$ cat config.mk
export PLATFORM = sky130hd
export DESIGN_NAME = gpio_irq_bank
export DESIGN_NICKNAME = d
export VERILOG_FILES = /design/src/rtl/gpio_irq_pkg.sv /design/src/rtl/gpio_sync.sv /design/src/rtl/gpio_irq_detect.sv /design/src/rtl/gpio_irq_bank.sv
export SDC_FILE = /design/constraint.sdc
export NUM_CORES = 1
export LEC_CHECK = 0
export ABC_AREA = 1
export ABC_CLOCK_PERIOD_IN_PS = 1000
export BUFFER_PORTS_ARGS = -buffer_cell sky130_fd_sc_hd__buf_2
export CAP_MARGIN = 20
export CORE_AREA = 2 2 120 87
export CTS_BUF_LIST = sky130_fd_sc_hd__clkbuf_16
export CTS_CLUSTER_SIZE = 25
export DETAILED_ROUTE_END_ITERATION = 6
export DIE_AREA = 0 0 122 89
export PLACE_DENSITY = 0.78
export SLEW_MARGIN = 10
export SYNTH_ARGS = -nofsm -noshare
export SYNTH_HDL_FRONTEND = slang
export SYNTH_HIERARCHICAL = 1
export SYNTH_SLANG_ARGS = --single-unit
$ cat constraint.sdc
create_clock -name clk -period 1 [get_ports clk]
set_clock_uncertainty 0.05 [all_clocks]
set_input_delay 0.2 -clock clk [delete_from_list [all_inputs] [get_ports clk]]
set_output_delay 0.2 -clock clk [all_outputs]
set_load 0.05 [all_outputs]
$ cat src/rtl/gpio_irq_pkg.sv
package gpio_irq_pkg;

    localparam int BUS_DW = 32;
    localparam int BUS_AW = 8;

    localparam logic [BUS_AW-1:0] OFS_DIR  = 8'h00;
    localparam logic [BUS_AW-1:0] OFS_IN   = 8'h04;
    localparam logic [BUS_AW-1:0] OFS_SET  = 8'h0C;
    localparam logic [BUS_AW-1:0] OFS_CLR  = 8'h10;
    localparam logic [BUS_AW-1:0] OFS_EN   = 8'h14;
    localparam logic [BUS_AW-1:0] OFS_TYPE = 8'h18;
    localparam logic [BUS_AW-1:0] OFS_POL  = 8'h1C;
    localparam logic [BUS_AW-1:0] OFS_PEND = 8'h20;
    localparam logic [BUS_AW-1:0] OFS_MASK = 8'h24;

    typedef enum logic [3:0] {
        SEL_DIR, SEL_IN, SEL_SET, SEL_CLR, SEL_EN,
        SEL_TYPE, SEL_POL, SEL_PEND, SEL_MASK, SEL_NONE
    } reg_sel_e;

    function automatic reg_sel_e decode_ofs(input logic [BUS_AW-1:0] ofs);
        case (ofs)
            OFS_DIR:  return SEL_DIR;
            OFS_IN:   return SEL_IN;
            OFS_SET:  return SEL_SET;
            OFS_CLR:  return SEL_CLR;
            OFS_EN:   return SEL_EN;
            OFS_TYPE: return SEL_TYPE;
            OFS_POL:  return SEL_POL;
            OFS_PEND: return SEL_PEND;
            OFS_MASK: return SEL_MASK;
            default:  return SEL_NONE;
        endcase
    endfunction

endpackage

$ cat src/rtl/gpio_sync.sv
module gpio_sync #(
    parameter int WIDTH = 8
) (
    input  logic             clk,
    input  logic             rst_n,
    input  logic [WIDTH-1:0] async_in,
    output logic [WIDTH-1:0] sync_out
);

    typedef struct packed {
        logic [WIDTH-1:0] meta;
        logic [WIDTH-1:0] stable;
    } sync_t;

    sync_t s_d, s_q;

    always_comb begin
        s_d.meta   = async_in;
        s_d.stable = s_q.meta;
    end

    always_ff @(posedge clk or negedge rst_n) begin
        if (!rst_n) s_q <= '0;
        else        s_q <= s_d;
    end

    assign sync_out = s_q.stable;

endmodule

$ cat src/rtl/gpio_irq_detect.sv
module gpio_irq_detect #(
    parameter int WIDTH = 8
) (
    input  logic             clk,
    input  logic             rst_n,
    input  logic [WIDTH-1:0] level,
    input  logic [WIDTH-1:0] enable,
    input  logic [WIDTH-1:0] is_level,
    input  logic [WIDTH-1:0] polarity,
    input  logic [WIDTH-1:0] ack,
    output logic [WIDTH-1:0] pending
);

    typedef struct packed {
        logic [WIDTH-1:0] prev;
        logic [WIDTH-1:0] pend;
    } det_t;

    det_t st_d, st_q;

    logic [WIDTH-1:0] edge_hit;
    logic [WIDTH-1:0] lvl_hit;

    for (genvar i = 0; i < WIDTH; i++) begin : g_pin
        logic rise_w, fall_w;
        assign rise_w      = level[i] & ~st_q.prev[i];
        assign fall_w      = ~level[i] & st_q.prev[i];
        assign edge_hit[i] = enable[i] & (polarity[i] ? rise_w : fall_w);
        assign lvl_hit[i]  = enable[i] & (level[i] == polarity[i]);


        no_spurious_edge_chk: assert property (@(posedge clk) disable iff (!rst_n)
            (!is_level[i] && !st_q.pend[i] && (level[i] == st_q.prev[i])) |=> !pending[i]);

        edge_hold_chk: assert property (@(posedge clk) disable iff (!rst_n)
            (!is_level[i] && pending[i] && !ack[i]) |=> pending[i]);

        level_track_chk: assert property (@(posedge clk) disable iff (!rst_n)
            (is_level[i] && enable[i] && (level[i] == polarity[i])) |=> pending[i]);
    end

    always_comb begin
        st_d.prev = level;
        for (int i = 0; i < WIDTH; i++) begin
            if (is_level[i]) st_d.pend[i] = lvl_hit[i];
            else             st_d.pend[i] = edge_hit[i] | (st_q.pend[i] & ~ack[i]);
        end
    end

    always_ff @(posedge clk or negedge rst_n) begin
        if (!rst_n) st_q <= '0;
        else        st_q <= st_d;
    end

    assign pending = st_q.pend;

endmodule

$ cat src/rtl/gpio_irq_bank.sv
module gpio_irq_bank
    import gpio_irq_pkg::*;
#(
    parameter int PIN_COUNT    = 8,
    parameter bit DIR_IS_INPUT = 1'b0
) (
    input  logic                 clk,
    input  logic                 rst_n,
    input  logic [BUS_AW-1:0]    bus_addr,
    input  logic                 bus_wr,
    input  logic                 bus_rd,
    input  logic [BUS_DW-1:0]    bus_wdata,
    output logic [BUS_DW-1:0]    bus_rdata,
    input  logic [PIN_COUNT-1:0] pin_in,
    output logic [PIN_COUNT-1:0] pin_out,
    output logic [PIN_COUNT-1:0] pin_oe,
    output logic                 irq
);

    localparam int PAD = BUS_DW - PIN_COUNT;

    typedef struct packed {
        logic [PIN_COUNT-1:0] dir;
        logic [PIN_COUNT-1:0] out;
        logic [PIN_COUNT-1:0] en;
        logic [PIN_COUNT-1:0] typ;
        logic [PIN_COUNT-1:0] pol;
        logic [PIN_COUNT-1:0] mask;
        logic [BUS_DW-1:0]    rdata;
        logic                 irq;
    } bank_t;

    bank_t r_d, r_q;

    reg_sel_e             sel;
    logic [PIN_COUNT-1:0] wbits;
    logic [PIN_COUNT-1:0] pin_sync;
    logic [PIN_COUNT-1:0] pend;
    logic [PIN_COUNT-1:0] ack;
    logic [PIN_COUNT-1:0] rd_bits;

    assign sel   = decode_ofs(bus_addr);
    assign wbits = bus_wdata[PIN_COUNT-1:0];
    assign ack   = (bus_wr && sel == SEL_PEND) ? wbits : '0;

    gpio_sync #(.WIDTH(PIN_COUNT)) u_sync (
        .clk      (clk),
        .rst_n    (rst_n),
        .async_in (pin_in),
        .sync_out (pin_sync)
    );

    gpio_irq_detect #(.WIDTH(PIN_COUNT)) u_detect (
        .clk      (clk),
        .rst_n    (rst_n),
        .level    (pin_sync),
        .enable   (r_q.en),
        .is_level (r_q.typ),
        .polarity (r_q.pol),
        .ack      (ack),
        .pending  (pend)
    );

    always_comb begin
        case (sel)
            SEL_DIR:          rd_bits = r_q.dir;
            SEL_IN:           rd_bits = pin_sync;
            SEL_SET, SEL_CLR: rd_bits = r_q.out;
            SEL_EN:           rd_bits = r_q.en;
            SEL_TYPE:         rd_bits = r_q.typ;
            SEL_POL:          rd_bits = r_q.pol;
            SEL_PEND:         rd_bits = pend;
            SEL_MASK:         rd_bits = r_q.mask;
            default:          rd_bits = '0;
        endcase
    end

    always_comb begin
        r_d = r_q;
        if (bus_wr) begin
            case (sel)
                SEL_DIR:  r_d.dir  = wbits;
                SEL_SET:  r_d.out  = r_q.out | wbits;
                SEL_CLR:  r_d.out  = r_q.out & ~wbits;
                SEL_EN:   r_d.en   = wbits;
                SEL_TYPE: r_d.typ  = wbits;
                SEL_POL:  r_d.pol  = wbits;
                SEL_MASK: r_d.mask = wbits;
                default:  ;
            endcase
        end
        r_d.rdata = bus_rd ? {{PAD{1'b0}}, rd_bits} : '0;
        r_d.irq   = |(pend & r_q.en & r_q.mask);
    end

    always_ff @(posedge clk or negedge rst_n) begin
        if (!rst_n) r_q <= '0;
        else        r_q <= r_d;
    end

    if (DIR_IS_INPUT) begin : g_dir_inv
        assign pin_oe = ~r_q.dir;
    end else begin : g_dir_pos
        assign pin_oe = r_q.dir;
    end

    assign pin_out   = r_q.out;
    assign bus_rdata = r_q.rdata;
    assign irq       = r_q.irq;


    set_bits_chk: assert property (@(posedge clk) disable iff (!rst_n)
        (bus_wr && sel == SEL_SET) |=> ((pin_out & $past(wbits)) == $past(wbits)));

    clr_bits_chk: assert property (@(posedge clk) disable iff (!rst_n)
        (bus_wr && sel == SEL_CLR) |=> ((pin_out & $past(wbits)) == '0));

    irq_gate_chk: assert property (@(posedge clk) disable iff (!rst_n)
        !(|(r_q.en & r_q.mask)) |=> !irq);

    unmapped_rd_chk: assert property (@(posedge clk) disable iff (!rst_n)
        (bus_rd && sel == SEL_NONE) |=> (bus_rdata == '0));

    upper_zero_chk: assert property (@(posedge clk) disable iff (!rst_n)
        bus_rd |=> (bus_rdata[BUS_DW-1:PIN_COUNT] == '0));

endmodule

-- Yosys cells after proc, flatten, opt, wreduce, memory -nomap -nowiden
Cells that the tools add are included.
- register bits: 89
- input bits: 52
- output and inout bits: 49
- word-level logic and storage cells: 146
- eq/ne operators: 24
- muxes and demuxes: 21
- bitwise operators: 77
- reductions and logical operators: 12
- operators by type and width (cell ; count):
    case mux 8 bit (8 select lines) ; 1
    AND 1 bit ; 40
    case mux 4 bit (9 select lines) ; 1
    equality test 8 x 5 -> 1 bit, second input constant ; 4
    AND 8 bit ; 3
    NOT 1 bit ; 24
    equality test 4 x 3 -> 1 bit, second input constant ; 4
    equality test 8 x 6 -> 1 bit, second input constant ; 2
    two-way mux 1 bit ; 16
    two-way mux 8 bit ; 2
    case mux 8 bit (2 select lines) ; 1
    AND reduction 2 bit ; 6
    equality test 1 bit ; 8
    equality test 4 x 2 -> 1 bit, second input constant ; 2
    equality test 8 x 3 -> 1 bit, second input constant ; 1
    equality test 8 x 4 -> 1 bit, second input constant ; 1
    zero test 8 bit ; 1
    NOT 8 bit ; 1
    OR 1 bit ; 8
    OR 8 bit ; 1
    OR reduction 8 bit ; 1
    equality test 4 x 1 -> 1 bit, second input constant ; 1
    equality test 4 bit, second input constant ; 1
    zero test 4 bit ; 1
    other kinds (3) ; 3

-- Logic depth before layout (Yosys ltp)
Gate-level depths: netlist (run 1).
- depth after elaboration: 9
- gate-level depth with buffers: 11
- gate-level depth less buffers: 10

-- Modules after synthesis
The synthesis (run 1) kept the hierarchy.
- modules (own cells, without submodules) (module ; times used ; cells each ; area an instance (um2)):
    gpio_irq_bank ; 1 ; 405 ; 3270.6
    gpio_irq_detect ; 1 ; 144 ; 980.9
    gpio_sync ; 1 ; 16 ; 400.4

-- Worst setup path before layout (run 1)
Ideal clock, no wire load.
- path type: input-to-reg
- start point: input port bus_addr[7]
- end point: register u_detect.st_q (netlist bit u_detect/pending[0])
- setup time: 0.121 ns
- arrival: 1.258 ns
- data required time: 0.829 ns
- setup slack: -0.429 ns
- stages: 11
- path buffers: 1
- cells stage by stage: inv_1 -> nand2_2 -> nor2_4 -> buf_2 -> nand3_1 -> nor2_1 -> inv_1 -> nand2_1 -> nand2_1 -> nand2_1 -> nand2_1
- RTL lines (element ; line ; source):
    from (decl) ; gpio_irq_bank.sv:9 ; input logic [BUS_AW-1:0] bus_addr,
    to (signal assigned) ; gpio_irq_detect.sv:52 ; else st_q <= st_d;
    to (decl) ; gpio_irq_detect.sv:19 ; det_t st_d, st_q;

-- Worst setup path after layout (run 1)
- start point: register r_q (netlist bit pin_oe[4])
- end point: output port pin_oe[4]
- RTL lines (element ; line ; source):
    from (decl) ; gpio_irq_bank.sv:33 ; bank_t r_d, r_q;
    from (signal assigned) ; gpio_irq_bank.sv:98 ; else r_q <= r_d;
    to (decl) ; gpio_irq_bank.sv:16 ; output logic [PIN_COUNT-1:0] pin_oe,
No word-level cell between the ends.

==> results of run 1 <==
-- worst max path at each step --
stage               cells past startpoint             endpoint
CTS                                     2            pin_oe[4]
global placement                       10  u_detect/pending[2]
finish                                  2            pin_oe[4]
floorplan                              11  u_detect/pending[0]
detailed placement                      9                 flop
global route                            2            pin_oe[1]
-- worst max-delay path, stage by stage, from the launching register on --
cell     delay (ps)
dfrtp_1         400
buf_6           130
buf_8           140
-- kinds of logic (layout without fill, tap and decap cells) --
logic type             Yosys count  count (layout)  synth area share
flip-flops                      89              89             0.479
buffers and inverters          136             231             0.161
AO/OA/AOI/OAI                   65              65            0.0896
other                            1              24          0.000806
AND/OR/NAND/NOR                274             278             0.270
-- power by group --
group	internal, mW	switching [mW]	total, mW
Combinational	0.780	1.20	1.98
Clock	2.19	1.46	3.65
Sequential	3.93	0.315	4.25
Total	6.90	2.97	9.87
-- what timing repair did --
action                                 in CTS  in global routing
pin swaps                                  37                 46
hold buffers                                9                  0
buffers inserted                           18                 11
setup endpoints to repair                  90                 69
cloned                                      2                  2
resized for setup                         146                 49
endpoints found under the hold margin      97                  0
-- cell usage after synthesis, types with 2 or more instances --
cell type / count
a21oi_2: 8
buf_2: 5
buf_4: 59
clkbuf_1: 2
dfrtp_1: 89
inv_1: 58
inv_2: 10
nand2_1: 153
nand2_2: 6
nand2_4: 2
nand3_1: 57
nand4_1: 17
nor2_1: 28
nor2_4: 7
o211ai_1: 8
o21a_1: 15
o21ai_0: 8
o21ai_1: 25
-- final cells by class --
type / instances / area [sq um] / area share
clock buffers: 9 / 225 / 0.0335
clock inverters: 7 / 93.8 / 0.0140
inverters: 69 / 345 / 0.0514
multi-input cells: 367 / 2200 / 0.328
flip-flops and latches: 89 / 2230 / 0.332
well taps: 128 / 160 / 0.0238
repair buffers: 146 / 1460 / 0.217
-- cell usage in the layout (no fill, tap or decap), types with 20 or more instances in the layout --
master   synthesis  final
buf_6            1     53
inv_1           58     46
nand2_2          6     26
nand2_1        153    121
buf_4           59     48
conb_1           1     24
nand3_1         57     47
dfrtp_1         89     87
nor2_1          28     20
o21ai_1         25     26
-- sequential cells by signal (all words and copies together) (netlist names), named ones only --
signal            count
irq                   1
u_sync/sync_out       8
u_detect/pending      8
r_q                  32
bus_rdata             8
u_detect/st_q         8
pin_oe                8
u_sync/s_d            8
-- through the flow --
step / total power [mW] / setup WS (ps) / cell area [sq um]
floorplan: 5.50 / -232 / 4970
global placement: 5.72 / -442 / 5390
detailed placement: 5.79 / -551 / 5390
CTS: 9.73 / -273 / 6450
global route: 10.3 / -307 / 6720
finish: 9.87 / -273 / 6720
-- per-layer routing --
metal  vias to the layer above  wire length (um)  part of all wire  GRT usage
met4                         0               220             0.015     0.0784
met3                        26              1700              0.12      0.107
met2                       264              6760              0.47      0.422
li1                       1978                 -                 -          -
met1                      2153              5740              0.40      0.361
met5                         -                 0                 0          0
==> results.py, run 1 <==
metrics = {
    "sta": {
        "finalMaxSlewViolations": 0,
        "fmax_ghz": 0.785,
        "rsz0062_at_grt": "yes",
        "period_needed_ps": 1270,
        "setup_viol": 49,
        "hold_viol_final": 0,
        "fin_tns_setup_ps": -6320,
        "fin_hold_ws_ps": 66.7,
        "final.period_utilization": 1.27,
        "final.setup.worst_slack_ps": -273,
    },
    "cts": {
        "cts_tree": "built",
        "clk_path_buf_depth": 2,
        "clock_sinks": 89,
        "cts_htree_levels": 3,
        "clock_latency_ps": 350,
        "cts_buffers": 9,
        "root_buffer": "clkbuf_16",
        "clk_pin_slew_ps": 60,
    },
    "outcome": {
        "status": "finished with violations",
        "violations": "setup timing",
    },
    "die": {
        "fp.dieArea_sq_um": 10900,
        "io_pins": 101,
        "die_height_um": 89,
        "initial_utilization": 0.486,
        "core_sq_um": 9570,
        "rows": 30,
        "fp.dieW_um": 122,
    },
    "finish": {
        "n_antenna_cell": 0,
        "nFillCells": 661,
        "layout-drive-gt1-share": 0.389,
        "instances_no_fill": 815,
        "fin_util": 0.702,
        "area_growth_syn_to_layout_pct": 44.4,
        "final_nets": 734,
    },
    "drt": {
        "drt_pass1_iterations": 5,
        "drc_errors": 0,
        "ant_nets": 0,
        "num_vias": 4421,
        "finalWirelength_um": 14400,
        "wl_per_cell_um": 17.7,
        "vias_per_cell": 5.42,
        "first_iter_violations": 393,
    },
    "flow_run": {
        "drv_cap": 0,
    },
    "synth": {
        "synth-seq-area-share": 0.479,
        "synth_edf_count": 0,
        "synth.largest_area_cell": "dfrtp_1",
        "synth_cell_types": 26,
        "yosysTopAreaCellShare": 0.479,
        "synth_cells": 565,
        "synth-main-ff-cell": "dfrtp_1",
        "synth-seq-cells": 89,
        "syn-cell-area_sq_um": 4650,
        "yosysWarnings": 6,
        "ys_async_sr_fraction": 1.00,
        "syn_avg_cell_area_sq_um": 8.23,
        "ys_top_cells_by_area": "dfrtp_1 (48%), nand2_1 (12%), buf_4 (9.5%)",
    },
    "pwr": {
        "leakage_nw": 3.32,
        "powerDensity_nw_per_um2": 1470,
        "peakVddDrop_v": 0.00110,
    },
    "setup_path": {
        "r2r_start": "pin_oe[6]",
        "crit_start": "pin_oe[4]",
        "worst_setup_path_start_kind": "flop",
        "reg2reg_slack_ps": -240,
        "crit_path_end_kind": "output port",
        "path_class": "flop to output port",
        "rr_endpoint": "bus_rdata[6]",
        "path_max_fanout": 2,
        "cp.required_ps": 750,
        "ff2ff_path_depth": 8,
        "cp.arrival_ps": 1020,
    },
    "min_path": {
        "worstHoldStart": "bus_wdata[3]",
        "hp-class": "input pin to flop",
        "hold_depth": 3,
    },
    "placed_design": {
        "globalplace.congestion": 0.904,
        "dp_hpwl_um": 9000,
        "io_buffer_count": 52,
        "dp.cells": 759,
    },
    "grt": {
        "grt_pass1_vias": 4255,
        "antenna_found_initial": 0,
        "grt_overflow": 0,
        "grt_use_total": 0.273,
        "grt_first_pass_wirelength_um": 22000,
        "grt_max_degree": 35,
    },
}
(Power assumes the default switching activity.)
==> inputs of run 2 (changes only) <==
--- a/config.mk
+++ b/config.mk
@@ -14,7 +14,7 @@
 export CTS_CLUSTER_SIZE = 25
 export DETAILED_ROUTE_END_ITERATION = 6
 export DIE_AREA = 0 0 122 89
-export PLACE_DENSITY = 0.78
+export PLACE_DENSITY = 0.75
 export SLEW_MARGIN = 10
 export SYNTH_ARGS = -nofsm -noshare
 export SYNTH_HDL_FRONTEND = slang
==> results.py, run 2 (synthesized netlist as in run 1, its figures left out) <==
metrics = {
    "finish": {
        "top_register": "r_q",
        "layout-drive-gt1-share": 0.390,
        "n_antenna_cell": 0,
        "layout_commonest_cell": "nand2_1",
        "mostFrequentLayoutCells": "nand2_1 (128), dfrtp_1 (86), buf_6 (57)",
        "largest_reg_flops": 32,
        "area_growth_syn_to_layout_pct": 43.0,
        "final_nets": 722,
    },
    "grt": {
        "grt_use_total": 0.254,
        "antenna_found_initial": 0,
        "grt_pass1_vias": 3887,
        "grt_max_degree": 28,
        "grt_first_pass_wirelength_um": 20500,
        "grt_overflow": 0,
    },
    "setup_path": {
        "path_max_fanout": 2,
        "cp.required_ps": 750,
        "path_class": "flop to output port",
        "crit_buf_inv": 2,
        "crit_chain": "buf_6, buf_8",
        "crit_slowest_cell": "dfrtp_1",
        "cp_top_family": "flip-flops",
        "worst_setup_path_start_kind": "flop",
        "crit_path_end_kind": "output port",
        "cp.arrival_ps": 1020,
        "critPathMaxStageDelay_ps": 400,
    },
    "sta": {
        "hold_viol_final": 0,
        "final.period_utilization": 1.27,
        "fmax_ghz": 0.788,
        "finalMaxSlewViolations": 0,
        "final.setup.worst_slack_ps": -268,
        "fin_hold_ws_ps": 63.7,
        "period_needed_ps": 1270,
        "setup_viol": 50,
        "rsz0062_at_grt": "yes",
    },
    "drt": {
        "first_iter_violations": 494,
        "finalWirelength_um": 14600,
        "ant_nets": 0,
        "wl_met2_um": 6790,
        "routed-wl-met3_um": 1530,
        "top_layer": "met4",
        "vias_per_cell": 5.50,
        "num_vias": 4417,
        "drt_pass1_iterations": 5,
        "wl_met1_um": 5950,
        "wl_per_cell_um": 18.1,
        "drc_errors": 0,
    },
    "cts": {
        "root_buffer": "clkbuf_16",
        "cts_tree": "built",
        "clk_path_buf_depth": 2,
        "clock_sinks": 89,
        "clk_pin_slew_ps": 70,
        "cts_buffers": 9,
        "clock_latency_ps": 350,
        "cts_htree_levels": 3,
    },
    "outcome": {
        "violations": "setup timing",
        "status": "finished with violations",
    },
    "min_path": {
        "hp-class": "input pin to flop",
    },
    "pwr": {
        "leakage_nw": 3.30,
        "powerDensity_nw_per_um2": 1490,
        "pwr-share-seq": 0.429,
        "swShare": 0.301,
        "clock_power_share": 0.363,
        "p_comb_frac": 0.208,
        "power.internal_mw": 6.93,
        "fin_total_pwr_mw": 9.92,
        "peakVddDrop_v": 0.000987,
        "power.switching_mw": 2.99,
    },
    "die": {
        "initial_utilization": 0.486,
        "fp.dieW_um": 122,
        "die_height_um": 89,
        "core_sq_um": 9570,
        "io_pins": 101,
        "rows": 30,
        "fp.dieArea_sq_um": 10900,
    },
    "placed_design": {
        "io_buffer_count": 52,
        "globalplace.congestion": 0.880,
        "dp_hpwl_um": 8860,
    },
    "flow_run": {
        "drv_cap": 0,
    },
}
-- run 2: changes by cell type in the layout (fill, tap and decap cells not counted), sizes merged --
| cell | before | now |
|---|---|---|
| nor2 | 36 | 37 |
| clkinv | 2 | 1 |
| clkinvlp | 1 | 2 |
| clkbuf | 9 | 10 |
| buf | 137 | 123 |
-- run 2: worst reg2reg max path, stage by stage, from the launching register on --
cell	delay [ps]
dfrtp_1	400
buf_6	120
nand3_1	100
nand4_1	160
nor2_4	180
nor2_2	50
-- run 2: worst paths after layout --
| kind | startpoint | end | slack (ps) | depth (start not counted) |
|---|---|---|---|---|
| max | pin_oe[1] | pin_oe[1] | -270 | 2 |
| min | bus_wdata[2] | flop | 60 | 3 |
| max reg2reg | u_detect/pending[2] | bus_rdata[2] | -190 | 5 |
| min reg2reg | u_sync/s_d[7] | u_sync/sync_out[7] | 300 | 0 |
| max in group asynchronous | rst_n | u_sync/sync_out[7] | 250 | 3 |
| min in group asynchronous | rst_n | u_detect/pending[1] | 220 | 2 |
-- run 2: per-layer routing --
layer / global-route usage / vias up
li1: - / 1948
met5: 0 / -
met2: 0.402 / 306
met1: 0.355 / 2124
met3: 0.0625 / 39
met4: 0.0658 / 0
-- run 2: what timing repair did --
item,CTS,global route
hold endpoints to repair,97,0
setup endpoints to repair,80,84
buffers inserted,10,11
resized for setup,125,73
pin swaps,49,46
cloned,1,5
hold buffers,9,0
-- run 2: power by group through the flow --
stage | combinational, mW | sequential [mW] | clock, mW
2_1_floorplan | 1.31 | 4.19 | 0
3_3_place_gp | 1.51 | 4.24 | 0
3_5_place_dp | 1.58 | 4.26 | 0
4_1_cts | 1.82 | 4.23 | 3.59
5_1_grt | 2.21 | 4.28 | 3.76
6_report | 2.06 | 4.26 | 3.60
-- run 2: cell type report --
class	count	area, sq um
fillers	688	2920
multi-input cells	368	2280
flip-flops and latches	89	2230
repair buffers	133	1330
inverters	69	340
clock buffers	9	225
well taps	128	160
clock inverters	7	87.6
-- run 2: metrics by stage --
stage               cells  setup WS [ps]  utilization  TNS, ps  area (sq um)
floorplan             588           -232            -    -6120          4970
global placement      752           -459        0.557   -24020          5340
detailed placement    752           -510        0.557   -25780          5340
CTS                   788           -267        0.652    -4770          6240
global route          803           -295        0.695    -7410          6650
finish                803           -268        0.695    -6070          6650
